## src/rtl/hec_pkg.sv

```systemverilog
package hec_pkg;

    localparam int HDR_OCTETS = 5;
    localparam int HDR_BITS   = HDR_OCTETS * 8;

    typedef enum logic {
        MODE_CORRECT = 1'b0,
        MODE_DETECT  = 1'b1
    } rx_mode_e;

    // One serial division step, most significant bit first
    function automatic logic [7:0] crc8_bit(input logic [7:0] r, input logic d,
                                            input logic [7:0] poly);
        logic fb;
        fb = r[7] ^ d;
        return {r[6:0], 1'b0} ^ (fb ? poly : 8'h00);
    endfunction

    function automatic logic [7:0] crc8_byte(input logic [7:0] r, input logic [7:0] b,
                                             input logic [7:0] poly);
        logic [7:0] acc;
        acc = r;
        for (int i = 7; i >= 0; i--) acc = crc8_bit(acc, b[i], poly);
        return acc;
    endfunction

    function automatic logic [7:0] crc8_word(input logic [31:0] w, input logic [7:0] poly);
        logic [7:0] acc;
        acc = 8'h00;
        for (int i = 31; i >= 0; i--) acc = crc8_bit(acc, w[i], poly);
        return acc;
    endfunction

    // Syndrome produced by a lone flipped bit at header position pos (0 = last HEC bit)
    function automatic logic [7:0] single_syn(input int pos, input logic [7:0] poly);
        if (pos < 8) return 8'(1) << pos;
        return crc8_word(32'(1) << (pos - 8), poly);
    endfunction

endpackage

```

## src/rtl/hec_octet_ctr.sv

```systemverilog
module hec_octet_ctr #(
    parameter int CELL_OCTETS = 53,
    localparam int IW = $clog2(CELL_OCTETS + 1)
) (
    input  logic          clk,
    input  logic          rst_n,
    input  logic          in_valid,
    input  logic          in_sop,
    output logic [IW-1:0] idx,
    output logic          take
);
    localparam logic [IW-1:0] IDLE = IW'(CELL_OCTETS);

    logic [IW-1:0] cnt_q;

    always_comb begin
        idx  = in_sop ? '0 : cnt_q;
        take = in_valid && (in_sop || (cnt_q != IDLE));
    end

    always_ff @(posedge clk) begin
        if (!rst_n) begin
            cnt_q <= IDLE;
        end else if (take) begin
            cnt_q <= idx + IW'(1);
        end
    end

endmodule

```

## src/rtl/hec_tx_gen.sv

```systemverilog
module hec_tx_gen #(
    parameter int         CELL_OCTETS = 53,
    parameter logic [7:0] POLY        = 8'h07,
    parameter logic [7:0] COSET       = 8'h55
) (
    input  logic       clk,
    input  logic       rst_n,
    input  logic       in_valid,
    input  logic       in_sop,
    input  logic [7:0] in_data,
    output logic       out_valid,
    output logic       out_sop,
    output logic [7:0] out_data
);
    localparam int IW = $clog2(CELL_OCTETS + 1);
    localparam logic [IW-1:0] HEC_IDX = IW'(hec_pkg::HDR_OCTETS - 1);

    logic [IW-1:0] idx;
    logic          take;
    logic [7:0]    crc_q;
    logic          valid_q;
    logic          sop_q;
    logic [7:0]    data_q;

    hec_octet_ctr #(.CELL_OCTETS(CELL_OCTETS)) ctr_i (
        .clk      (clk),
        .rst_n    (rst_n),
        .in_valid (in_valid),
        .in_sop   (in_sop),
        .idx      (idx),
        .take     (take)
    );

    always_ff @(posedge clk) begin
        if (!rst_n) begin
            crc_q   <= '0;
            valid_q <= 1'b0;
            sop_q   <= 1'b0;
            data_q  <= '0;
        end else begin
            valid_q <= take;
            sop_q   <= take && (idx == '0);
            if (take) begin
                if (idx < HEC_IDX) begin
                    crc_q <= hec_pkg::crc8_byte((idx == '0) ? 8'h00 : crc_q, in_data, POLY);
                end
                data_q <= (idx == HEC_IDX) ? (crc_q ^ COSET) : in_data;
            end
        end
    end

    assign out_valid = valid_q;
    assign out_sop   = sop_q;
    assign out_data  = data_q;

endmodule

```

## src/rtl/hec_mode_fsm.sv

```systemverilog
module hec_mode_fsm (
    input  logic clk,
    input  logic rst_n,
    input  logic eval,
    input  logic syn_zero,
    input  logic syn_single,
    output logic v_accept,
    output logic v_fix,
    output logic v_drop,
    output logic detect_mode
);
    import hec_pkg::*;

    rx_mode_e state_q, state_d;

    // state register
    always_ff @(posedge clk) begin
        if (!rst_n) state_q <= MODE_CORRECT;
        else        state_q <= state_d;
    end

    // transitions
    always_comb begin
        state_d = state_q;
        unique case (state_q)
            MODE_CORRECT: if (eval && !syn_zero) state_d = MODE_DETECT;  // repair / reject
            MODE_DETECT:  if (eval && syn_zero)  state_d = MODE_CORRECT; // recover
            default:      state_d = MODE_CORRECT;
        endcase
    end

    // verdict outputs
    always_comb begin
        v_accept = 1'b0;
        v_fix    = 1'b0;
        v_drop   = 1'b0;
        unique case (state_q)
            MODE_CORRECT: begin
                v_accept = eval && (syn_zero || syn_single);
                v_fix    = eval && !syn_zero && syn_single;
                v_drop   = eval && !syn_zero && !syn_single;
            end
            MODE_DETECT: begin
                v_accept = eval && syn_zero;
                v_drop   = eval && !syn_zero;
            end
            default: ;
        endcase
    end

    assign detect_mode = (state_q == MODE_DETECT);

endmodule

```

## src/rtl/hec_rx_check.sv

```systemverilog
module hec_rx_check #(
    parameter int         CELL_OCTETS = 53,
    parameter logic [7:0] POLY        = 8'h07,
    parameter logic [7:0] COSET       = 8'h55
) (
    input  logic        clk,
    input  logic        rst_n,
    input  logic        in_valid,
    input  logic        in_sop,
    input  logic [7:0]  in_data,
    output logic        out_valid,
    output logic [7:0]  out_data,
    output logic        out_first,
    output logic [31:0] hdr,
    output logic        accept,
    output logic        corrected,
    output logic        discard,
    output logic        detect_mode
);
    localparam int NB = hec_pkg::HDR_BITS;
    localparam int IW = $clog2(CELL_OCTETS + 1);
    localparam logic [IW-1:0] PAY_IDX = IW'(hec_pkg::HDR_OCTETS);

    logic [IW-1:0] idx;
    logic          take;
    logic          eval;
    logic [NB-1:0] hdr_q;
    logic [7:0]    syn;
    logic [NB-1:0] hit;
    logic [NB-1:0] fixed;
    logic          v_accept, v_fix, v_drop;
    logic          dropping_q;
    logic          valid_q, first_q, acc_q, fix_q, drop_q;
    logic [7:0]    data_q;
    logic [31:0]   hdr_out_q;

    hec_octet_ctr #(.CELL_OCTETS(CELL_OCTETS)) ctr_i (
        .clk      (clk),
        .rst_n    (rst_n),
        .in_valid (in_valid),
        .in_sop   (in_sop),
        .idx      (idx),
        .take     (take)
    );

    assign eval = take && (idx == PAY_IDX);

    // syndrome with the coset removed from the received check octet
    assign syn = hec_pkg::crc8_word(hdr_q[NB-1:8], POLY) ^ hdr_q[7:0] ^ COSET;

    for (genvar p = 0; p < NB; p++) begin : g_syn
        localparam logic [7:0] SYN_P = hec_pkg::single_syn(p, POLY);
        assign hit[p] = (syn == SYN_P);
    end

    assign fixed = hdr_q ^ hit;

    hec_mode_fsm fsm_i (
        .clk         (clk),
        .rst_n       (rst_n),
        .eval        (eval),
        .syn_zero    (syn == 8'h00),
        .syn_single  (|hit),
        .v_accept    (v_accept),
        .v_fix       (v_fix),
        .v_drop      (v_drop),
        .detect_mode (detect_mode)
    );

    always_ff @(posedge clk) begin
        if (!rst_n) begin
            hdr_q      <= '0;
            dropping_q <= 1'b0;
            valid_q    <= 1'b0;
            first_q    <= 1'b0;
            acc_q      <= 1'b0;
            fix_q      <= 1'b0;
            drop_q     <= 1'b0;
            data_q     <= '0;
            hdr_out_q  <= '0;
        end else begin
            if (take && (idx < PAY_IDX)) hdr_q <= {hdr_q[NB-9:0], in_data};
            if (take && (idx == '0))     dropping_q <= 1'b0;
            else if (eval)               dropping_q <= v_drop;
            valid_q <= take && (idx >= PAY_IDX) && !(eval ? v_drop : dropping_q);
            first_q <= eval;
            acc_q   <= v_accept;
            fix_q   <= v_fix;
            drop_q  <= v_drop;
            if (take)     data_q    <= in_data;
            if (v_accept) hdr_out_q <= fixed[NB-1:8];
        end
    end

    assign out_valid = valid_q;
    assign out_data  = data_q;
    assign out_first = first_q;
    assign hdr       = hdr_out_q;
    assign accept    = acc_q;
    assign corrected = fix_q;
    assign discard   = drop_q;

endmodule

```

## src/rtl/hec_cell_unit.sv

```systemverilog
module hec_cell_unit #(
    parameter int         CELL_OCTETS = 53,
    parameter logic [7:0] POLY        = 8'h07,
    parameter logic [7:0] COSET       = 8'h55
) (
    input  logic        clk,
    input  logic        rst_n,
    input  logic        tx_in_valid,
    input  logic        tx_in_sop,
    input  logic [7:0]  tx_in_data,
    output logic        tx_out_valid,
    output logic        tx_out_sop,
    output logic [7:0]  tx_out_data,
    input  logic        rx_in_valid,
    input  logic        rx_in_sop,
    input  logic [7:0]  rx_in_data,
    output logic        rx_out_valid,
    output logic [7:0]  rx_out_data,
    output logic        rx_out_first,
    output logic [31:0] rx_hdr,
    output logic        rx_accept,
    output logic        rx_corrected,
    output logic        rx_discard,
    output logic        rx_detect_mode
);

    hec_tx_gen #(.CELL_OCTETS(CELL_OCTETS), .POLY(POLY), .COSET(COSET)) tx_i (
        .clk       (clk),
        .rst_n     (rst_n),
        .in_valid  (tx_in_valid),
        .in_sop    (tx_in_sop),
        .in_data   (tx_in_data),
        .out_valid (tx_out_valid),
        .out_sop   (tx_out_sop),
        .out_data  (tx_out_data)
    );

    hec_rx_check #(.CELL_OCTETS(CELL_OCTETS), .POLY(POLY), .COSET(COSET)) rx_i (
        .clk         (clk),
        .rst_n       (rst_n),
        .in_valid    (rx_in_valid),
        .in_sop      (rx_in_sop),
        .in_data     (rx_in_data),
        .out_valid   (rx_out_valid),
        .out_data    (rx_out_data),
        .out_first   (rx_out_first),
        .hdr         (rx_hdr),
        .accept      (rx_accept),
        .corrected   (rx_corrected),
        .discard     (rx_discard),
        .detect_mode (rx_detect_mode)
    );

endmodule

```

## config.mk

```make
export PLATFORM = sky130hd
export DESIGN_NAME = hec_cell_unit
export DESIGN_NICKNAME = d
export VERILOG_FILES = /design/src/rtl/hec_pkg.sv /design/src/rtl/hec_octet_ctr.sv /design/src/rtl/hec_tx_gen.sv /design/src/rtl/hec_mode_fsm.sv /design/src/rtl/hec_rx_check.sv /design/src/rtl/hec_cell_unit.sv
export SDC_FILE = /design/constraint.sdc
export NUM_CORES = 1
export LEC_CHECK = 0
export ABC_CLOCK_PERIOD_IN_PS = 8200
export BUFFER_PORTS_ARGS = -buffer_cell sky130_fd_sc_hd__buf_2
export CORE_UTILIZATION = 45
export DETAILED_ROUTE_END_ITERATION = 12
export GPL_ROUTABILITY_DRIVEN = 0
export PLACE_DENSITY = 0.7
export RECOVER_POWER = 25
export SYNTH_ARGS = -nofsm -noshare
export SYNTH_HDL_FRONTEND = slang
export SYNTH_SLANG_ARGS = --single-unit
export TNS_END_PERCENT = 5
```

## constraint.sdc

```tcl
create_clock -name clk -period 8.2 [get_ports clk]
set_input_delay 0.41 -clock clk [delete_from_list [all_inputs] [get_ports clk]]
set_output_delay 0.41 -clock clk [all_outputs]
set_load 0.02 [all_outputs]
```

==> tab_implementation.tex <==
\begin{tabular}{lr}
\hline
Metric & Value \\
\hline
\multicolumn{2}{l}{\textbf{Power and ir drop}} \\
\quad Static Leak & 3.61 nW \\
\quad Worst vdd ir & 0.000144 V \\
\quad Total power divided by cell area & 197 nW/um2 \\
\multicolumn{2}{l}{\textbf{Drt}} \\
\quad Detailed Routing Iterations Pass 1 & 5 \\
\quad Vias after detailed routing & 5,972 \\
\quad Average detailed-routed wire length per instance & 15.9 um \\
\quad Average vias per placed instance & 5.29 \\
\quad Drc violations & 0 \\
\quad Antenna Violating Nets Remaining & 0 \\
\quad Number of DRC markers in iteration 0 & 478 \\
\quad Total length of routed wires & 17,900 um \\
\multicolumn{2}{l}{\textbf{Clock network}} \\
\quad Count of hold-fix buffers inserted at cts & 0 \\
\quad Maximum level of the CTS H-tree & 4 \\
\quad Number of buffers created by CTS & 17 \\
\quad Resize count post-CTS & 0 \\
\quad TritonCTS Sinks & 117 \\
\quad Worst-case clock buffer depth & 2 \\
\quad Cell at the root of the clock tree & clkbuf\_16 \\
\quad Buffers inserted by post-CTS timing repair & 0 \\
\quad Clock transition at the registers of the reported paths & 0.05 ns \\
\quad Clock tree from TritonCTS & built \\
\quad Clk\_lat worst skew & 0.41 ns \\
\multicolumn{2}{l}{\textbf{GRT}} \\
\quad Initial antenna violation count & 0 \\
\quad Largest net degree at the start of global routing & 77 \\
\quad Leftover overflow at the end of global routing & 0 \\
\quad Global-route wire length before repair & 29,100 um \\
\quad Total global routing track utilization & 22.4\% \\
\quad Via count of the first global-routing pass & 5,513 \\
\multicolumn{2}{l}{\textbf{Min path}} \\
\quad WHS Path Cells & 3 \\
\quad Min-Delay Endpoint & rx\_i.hdr\_q[4] \\
\quad Hold Path Class & primary input to flop \\
\quad Min-Delay Startpoint & rx\_in\_data[4] \\
\multicolumn{2}{l}{\textbf{Setup path}} \\
\quad Start-to-end type of the worst setup path & flop to flop \\
\quad CP Data Arrival Time & 5.38 ns \\
\quad Highest net fanout along the worst path & 34 \\
\quad Endpoint type of the worst setup path & flop \\
\quad Cells traversed along the worst timing path & xnor3\_2, xnor3\_2, xnor3\_1, xnor3\_1, mux2i\_1, a21boi\_0, o21bai\_1, nand4\_1, nor4\_2, a41o\_2, and4\_1 \\
\quad Capture instance of the worst register-to-register path & rx\_i.dropping\_q \\
\quad Data required time at the worst endpoint & 8.55 ns \\
\quad Max incr delay on CP & 0.90 ns \\
\quad Depth of the worst register-to-register path & 11 \\
\quad Critical R2R Launch & rx\_i.hdr\_q[38] \\
\quad Startpoint class of the critical path & flop \\
\quad Slowest cell on crit path & a41o\_2 \\
\quad Reg-to-reg slack, setup & 3.17 ns \\
\multicolumn{2}{l}{\textbf{Place}} \\
\quad HPWL reported at the end of detailed placement & 13,000 um \\
\quad PortBufs & 77 \\
\quad Total placed instance area & 7740 um2 \\
\multicolumn{2}{l}{\textbf{Logic synthesis}} \\
\quad Number of synthesized register bits & 117 \\
\quad Netlist area before placement & 7350 um2 \\
\quad Share of async-settable or async-resettable flops after synthesis & 0\% \\
\quad Synthesized netlist cell count & 856 \\
\quad Number of different library cells in the post-synthesis netlist & 67 \\
\quad Seq/Total Area, Yosys & 31.9\% \\
\quad Post-synth EDFFs & 0 \\
\quad Synthesized Nets & 884 \\
\quad Number of warnings printed during yosys synthesis & 0 \\
\quad Mapped Avg Cell Area & 8.59 um2 \\
\quad Most common flop cell mapped by yosys & dfxtp\_1 \\
\multicolumn{2}{l}{\textbf{Timing}} \\
\quad Actual transition at the worst max-transition pin & 0.927 ns \\
\quad Count of final setup violators & 0 \\
\quad Relative max-transition margin & 38.2\% \\
\quad Unrepaired setup endpoints after global routing & false \\
\quad Setup tns final & 0 ns \\
\quad Period minus WS final & 5.03 ns \\
\quad Largest clock skew in the final design & 0.0122 ns \\
\quad Final hold violations & 0 \\
\quad Share of the clock period used by the worst path & 61.4\% \\
\quad Achievable clock frequency & 0.199 GHz \\
\quad Final number of max-transition violations & 0 \\
\multicolumn{2}{l}{\textbf{Final layout}} \\
\quad Most common library cell in the layout ignoring fill and taps & nand2\_1 \\
\quad Most frequent cells in the layout & nand2\_1 (199), dfxtp\_1 (117), nor2\_1 (64), a21oi\_1 (64) \\
\quad Area growth from synthesis to final layout & 13.1\% \\
\quad Number of antenna cells inserted & 0 \\
\quad Number of nets in the final layout & 928 \\
\quad Fraction of layout instances using a drive strength above 1 & 11.0\% \\
\quad Post-layout instance area & 8310 um2 \\
\quad Fillers & 1,508 \\
\multicolumn{2}{l}{\textbf{Status}} \\
\quad Run status & complete, no violations \\
\multicolumn{2}{l}{\textbf{Run}} \\
\quad Max Cap Violations & 0 \\
\multicolumn{2}{l}{\textbf{Floorplan}} \\
\quad Initial Utilization & 46.1\% \\
\quad Width of the die & 130 um \\
\quad Floorplan die area & 16,800 um2 \\
\quad Row count & 46 \\
\quad Core Region & 15,900 um2 \\
\quad Die height & 130 um \\
\quad Count of boundary I/O pins & 78 \\
\hline
\end{tabular}
-- registers in the layout, summed over array words and instances (netlist names), 6 cells and up, named ones only --
signal            cells
rx_i.hdr_q           40
rx_i.hdr             32
rx_i.out_data         8
tx_i.crc_q            8
tx_i.out_data         8
rx_i.ctr_i.cnt_q      6
tx_i.ctr_i.cnt_q      6
-- cells in the mapped netlist (3+ instances only) --
| cell type | n | share of area (%) |
|---|---|---|
| xor3_1 | 9 | 2.9 |
| or2_2 | 4 | 0.34 |
| o21ai_0 | 13 | 0.89 |
| clkbuf_1 | 40 | 2.0 |
| dfxtp_1 | 117 | 32 |
| nand2b_1 | 3 | 0.26 |
| a211oi_1 | 12 | 1.2 |
| nor2_1 | 65 | 3.3 |
| xnor2_2 | 4 | 0.89 |
| and3_1 | 4 | 0.34 |
| a21oi_1 | 64 | 4.4 |
| nor4_1 | 3 | 0.26 |
| xnor2_1 | 53 | 6.3 |
| nand4_1 | 9 | 0.77 |
| nor2b_1 | 8 | 0.68 |
| ha_1 | 6 | 1.0 |
| or3_1 | 4 | 0.34 |
| nor3_1 | 10 | 0.68 |
| buf_2 | 8 | 0.54 |
| xnor3_1 | 23 | 7.0 |
| inv_1 | 11 | 0.56 |
| o211ai_1 | 3 | 0.31 |
| and2_1 | 3 | 0.26 |
| nand3_1 | 25 | 1.7 |
| nand2_1 | 199 | 10 |
| a31oi_1 | 3 | 0.26 |
| a22oi_1 | 3 | 0.31 |
| buf_12 | 3 | 0.82 |
| xor2_1 | 43 | 5.1 |
| mux2i_1 | 53 | 7.2 |
-- metrics by stage --
step                      instances  hold slack (ns)  worst slack, ns  utilization (%)  power, mW
after global routing           1129            0.250             3.03             52.1       1.71
final                          1129            0.243             3.17             52.1       1.64
after global placement         1097            0.443             3.33             48.6      0.876
after detailed placement       1097            0.449             3.28             48.6      0.880
after CTS                      1129            0.227             3.22             52.5       1.65
after floorplan                 856            0.444             4.45                -      0.824
-- power breakdown --
group	switching, mW	internal [mW]	leakage [nW]
logic	0.164	0.0999	2.35
clock network	0.253	0.515	0.309
registers	0.0187	0.589	0.950
total	0.436	1.20	3.61
-- worst max-delay path, delay by kind of cell, from the launching register on --
family                    cells  cell delay [ns]
AOI/OAI and AO/OA             3             1.26
xor gates and xnor gates      4             2.05
DFF                           1             0.53
and+or+nand+nor               3             0.83
muxes                         1             0.28
-- cell families (layout without fill, tap and decap cells) --
logic type	after synthesis	in the layout	synth area share, %
AND/OR/NAND/NOR	347	347	20.3
XOR/XNOR	134	134	22.9
AO/OA/AOI/OAI	128	128	11.3
flip-flops	117	117	31.9
buffers and inverters	67	124	4.53
multiplexers	57	57	8.07
adder cells (fa/ha/maj)	6	6	1.02
-- worst max path at each step --
stage | startpoint | to | slack, ns | depth (start not counted)
after floorplan | rx_i.hdr_q[23] | rx_i.hdr[0] | 4.45 | 14
after global placement | rx_i.hdr_q[38] | rx_i.dropping_q | 3.33 | 11
after detailed placement | rx_i.hdr_q[38] | rx_i.dropping_q | 3.28 | 11
after CTS | rx_i.hdr_q[38] | rx_i.dropping_q | 3.22 | 11
after global routing | rx_i.hdr_q[33] | rx_i.hdr[15] | 3.03 | 11
final | rx_i.hdr_q[38] | rx_i.dropping_q | 3.17 | 11
-- layout make-up --
type	instances	area (um2)	area share (%)
Sequential cell	117	2340	28.2
Tap cell	216	270	3.25
Clock buffer	23	498	5.99
Timing Repair Buffer	80	354	4.26
Inverter	12	45.0	0.542
Multi-Input combinational cell	672	4680	56.3
Clock inverter	9	123	1.48
-- metal layers --
layer | track usage [%] | part of all wire, % | up-vias
met5 | 0 | 0 | -
met4 | 8.96 | 2.4 | 0
met1 | 31.3 | 48 | 2734
met2 | 33.2 | 43 | 223
li1 | - | - | 2981
met3 | 5.25 | 6.6 | 34
No activity file was read; power rests on OpenSTA's default activity.
